--- src/rtl/gray_scan_seq.sv ---
module gray_scan_seq #(
  parameter int COL_BITS = 10,
  parameter int ROW_BITS = 4
) (
  input  logic                         clk,
  input  logic                         rst,
  output logic                         shift_clk,
  output logic                         row_latch,
  output logic [ROW_BITS-1:0]          row_sel,
  output logic                         lit_en,
  output logic [2:0]                   plane_idx,
  output logic [ROW_BITS+COL_BITS+2:0] rd_addr
);
  localparam logic [COL_BITS-1:0] COL_LAST   = '1;
  localparam logic [ROW_BITS-1:0] ROW_LAST   = '1;
  localparam logic [4:0]          FIELD_LAST = 5'd18;

  logic [COL_BITS-1:0] col;
  logic [ROW_BITS-1:0] row;
  logic [4:0]          field;
  logic [2:0]          disp_plane;
  logic                disp_valid;
  logic                end_row, end_field, frac_on;

  function automatic logic [2:0] plane_of(input logic [4:0] f);
    if (f < 5'd8)       return 3'd7;
    else if (f < 5'd12) return 3'd6;
    else if (f < 5'd14) return 3'd5;
    else                return 3'(5'd18 - f);
  endfunction

  assign end_row   = (col == COL_LAST);
  assign end_field = end_row && (row == ROW_LAST);
  assign plane_idx = plane_of(field);
  assign rd_addr   = {row, col, plane_idx};
  assign row_latch = end_row;
  assign shift_clk = ~clk;

  always_ff @(posedge clk) begin
    if (rst) begin
      col        <= '0;
      row        <= '0;
      field      <= '0;
      row_sel    <= '0;
      disp_plane <= 3'd7;
      disp_valid <= 1'b0;
    end else begin
      col <= col + 1'b1;
      if (end_row) begin
        row        <= row + 1'b1;
        row_sel    <= row;
        disp_plane <= plane_idx;
        disp_valid <= 1'b1;
      end
      if (end_field)
        field <= (field == FIELD_LAST) ? 5'd0 : field + 5'd1;
    end
  end

  always_comb begin
    case (disp_plane)
      3'd3:    frac_on = ~col[COL_BITS-1];
      3'd2:    frac_on = (col[COL_BITS-1 -: 2] == 2'd0);
      3'd1:    frac_on = (col[COL_BITS-1 -: 3] == 3'd0);
      3'd0:    frac_on = (col[COL_BITS-1 -: 4] == 4'd0);
      default: frac_on = 1'b1;
    endcase
  end

  assign lit_en = disp_valid && frac_on && !end_row;
endmodule

--- config.mk ---
export PLATFORM = sky130hd
export DESIGN_NAME = gray_scan_seq
export DESIGN_NICKNAME = d
export VERILOG_FILES = /design/src/rtl/gray_scan_seq.sv
export SDC_FILE = /design/constraint.sdc
export NUM_CORES = 1
export LEC_CHECK = 0
export BUFFER_PORTS_ARGS = -buffer_cell sky130_fd_sc_hd__buf_2
export CAP_MARGIN = 20
export CORE_MARGIN = 10
export CORE_UTILIZATION = 52
export DETAILED_ROUTE_END_ITERATION = 12
export PLACE_DENSITY = 0.77
export SYNTH_ARGS = -nofsm -noshare
export SYNTH_HDL_FRONTEND = slang
export SYNTH_SLANG_ARGS = --single-unit
--- constraint.sdc ---
create_clock -name clk -period 2.3 [get_ports clk]
set_input_delay 0.345 -clock clk [delete_from_list [all_inputs] [get_ports clk]]
set_output_delay 0.345 -clock clk [all_outputs]
set_load 0.01 [all_outputs]
==> run metrics <==
via/cell ratio approximately 5.5; critical path startpoint category flip-flop; FFs w/ async S/R, synth 0%; post-synth top area share a little over two fifths; antenna viol nets, final 0; Routed WL between 2000 and 3000 µm; IO Count 29; final setup TNS 0 ns; max frequency between 0.4 and 0.5 GHz; CTS HTree Levels 1; Yosys top cell by area dfxtp_1; top cells by count, synth 27 x dfxtp_1, 22 x nand2_1, 16 x nor2_1; # fillers 206; CP Class flip-flop to primary output; post-synth cell types 32; total grt overflow 0; top cells by area, synth dfxtp_1 43%, nand2_1 6.5%, a21oi_1 5.9%, xor2_1 5.5%, nor2_1 4.7%; final hold slack 0.437 ns; number of antenna diodes 0; period utilization between 90% and 100%; simple-gate area share of the yosys netlist ~26%; RSZ-0062 raised after global routing no; clk_skew a little under 0.006 ns; Worst-Skew Late Latency around 0.32 ns; Crit Path Max Fanout 8; CP Capture Type primary output; worst r2r path cells 5; first-pass GRT wire length between 4000 and 5000 µm; Final Cell Area about 1400 µm²; port bufs 28; Layout area overhead 14.0%; setup slack, reg-to-reg approximately 0.42 ns; Worst Tran Pin Value approximately 0.46 ns; die area ~4800 µm²; largest family of logic cells by synthesized area simple AND/OR/NAND/NOR gates; synthesized area 1270 µm²; Multi-input gate area roughly 640 µm²; Internal 0.000628 W; net switching power 0.000177 W; final worst slack 0.172 ns; largest net degree at the start of global routing 27; starting density of the core a little under three fifths; status finished clean; Synth Area in Adders ~3.9%; Hold Crit Depth 2; All-Layer GR Usage 11.1%; CTS Buf Count 3; most common cell in the synthesized netlist dfxtp_1; XOR/XNOR Fraction of Synth Area under 10%; Placed Area 1400 µm²; Post-Syn Area per Cell 8.36 µm²; Main synth FF type dfxtp_1; via count 1102; clk buf depth 2; post-DR wirelength/cell 13.7 µm; floorplan core area approximately 2300 µm²; # nets final between 150 and 200; DRT iter0 DRCs 94; FP Rows 17; static leakage 0.631 nW; register area 541 µm²; DR DRC count 0; mux contribution to synthesized area less than 1%; layout cells sized above 1 a little over a fifth; Max Cap Violations 0; Slew headroom between 60% and 70%; final max-slew violation count 0; Worst EP required 1.96 ns; Die Width 69.4 µm; PD cells about 560 nW/µm²; Reg clk slew, reported paths about 0.15 ns; post-synthesis net count approximately 160; Tightest Hold Check Type input port to flip-flop; Final Critical Period roughly 2.1 ns; combinational power share approximately 3.0%; CTS tree built; Clock power frac about 38%; sequential share of power 59.2%; initial antenna violation count 0; Critical Path AT around 1.8 ns; Post-synth EDFFs 0; chip height about 69 µm; synthesized instance count roughly 150; Max IR drop VDD roughly 0.50 mV; final hold violations 0; worst slack, placed between 0.4 and 0.5 ns; HPWL Detailed about 2000 µm; final setup vio count 0; compound-gate portion of the synthesized area 11.4%; post-synthesis sequential area ratio 42.5%; DRT Pass-1 Iters 4; Syn. warnings 0; number of global-route vias before repair 1048; Placer Congestion between 0.7 and 0.8; Seq cells post-synth 27; root buf cell clkbuf_4; switching share of power between 20 and 25%; Final Power roughly 0.0008 W
[cells in the final DEF (no fill, tap or decap)]
cell,n
or3_1,3
xnor2_1,4
nor3_1,1
o221ai_1,1
a21o_1,1
inv_1,9
nand2b_1,1
and4_4,1
o21ai_0,2
and4_2,1
nor3b_1,1
nand3_1,2
o211ai_1,2
clkbuf_4,3
clkbuf_16,1
nor2b_1,1
o32a_1,1
a211o_1,1
mux2i_1,1
ha_1,4
buf_2,28
nand3_2,1
and2_1,2
or4_1,1
nand4_1,5
buf_4,1
a311o_1,1
nor2_1,16
nand2_1,22
nand4_4,1
a21oi_1,15
dfxtp_1,27
and3_1,4
and4_1,1
xor2_1,8
[flip-flops by register name (all words and copies together) (netlist names)]
name and cells:
col 10, field 5, row 4, row_sel 4, disp_plane 3, disp_valid 1
[power groups by stage]
stage / Clock (W) / Sequential, W / Combinational, W
2_1_floorplan: 0.0000171 / 0.000488 / 0.0000145
3_3_place_gp: 0.0000316 / 0.000486 / 0.0000242
3_5_place_dp: 0.0000316 / 0.000487 / 0.0000246
4_1_cts: 0.000316 / 0.000477 / 0.0000249
5_1_grt: 0.000341 / 0.000478 / 0.0000277
6_report: 0.000305 / 0.000477 / 0.0000243
[final cells by class]
| cell class | count | share of cell area (%) |
|---|---|---|
| inverters | 8 | 2.07 |
| multi-input cells | 105 | 44.5 |
| flip-flops and latches | 27 | 37.3 |
| clock buffers | 5 | 3.63 |
| clock inverters | 1 | 0.259 |
| well taps | 28 | 2.42 |
| repair buffers | 28 | 9.84 |
[through the flow]
step / instances / util (%)
after global routing: 202 / 63.7
after floorplan: 152 / -
final: 202 / 63.7
after CTS: 202 / 63.4
after detailed placement: 198 / 61.3
after global placement: 198 / 61.3
[worst max-delay path: stages (launching register included)]
cell and delay (ns):
dfxtp_1 0.40, ha_1 0.21, and4_2 0.33, nand3_2 0.19
nand2_1 0.14, a21oi_1 0.04, buf_2 0.14
[kinds of logic (layout without fill, tap and decap cells)]
group,after synthesis,after routing
AOI/OAI and AO/OA,24,24
buffers and inverters,20,42
and+or+nand+nor,64,64
DFF,27,27
adders and majority gates,4,4
xor gates and xnor gates,12,12
muxes,1,1
[routing by layer]
metal	track usage, %	vias up	wire, µm
li1	-	556	-
met1	11.6	527	1180
met2	20.7	17	1450
met3	3.00	2	121
met4	3.99	0	12
met5	0	-	0
[final timing paths]
kind / endpoint / start
min: col[0] / rst
max reg2reg: field[4] / col[0]
max: lit_en / col[0]
min reg2reg: row_sel[3] / row_sel[3]
[what timing repair did]
| action | in CTS | in global routing |
|---|---|---|
| buffers inserted | 0 | 0 |
| hold buffers | 0 | 0 |
| endpoints found under the setup margin | 0 | 2 |
| gates resized for setup | 0 | 2 |
Note: power is estimated with default switching activity, not from simulation.
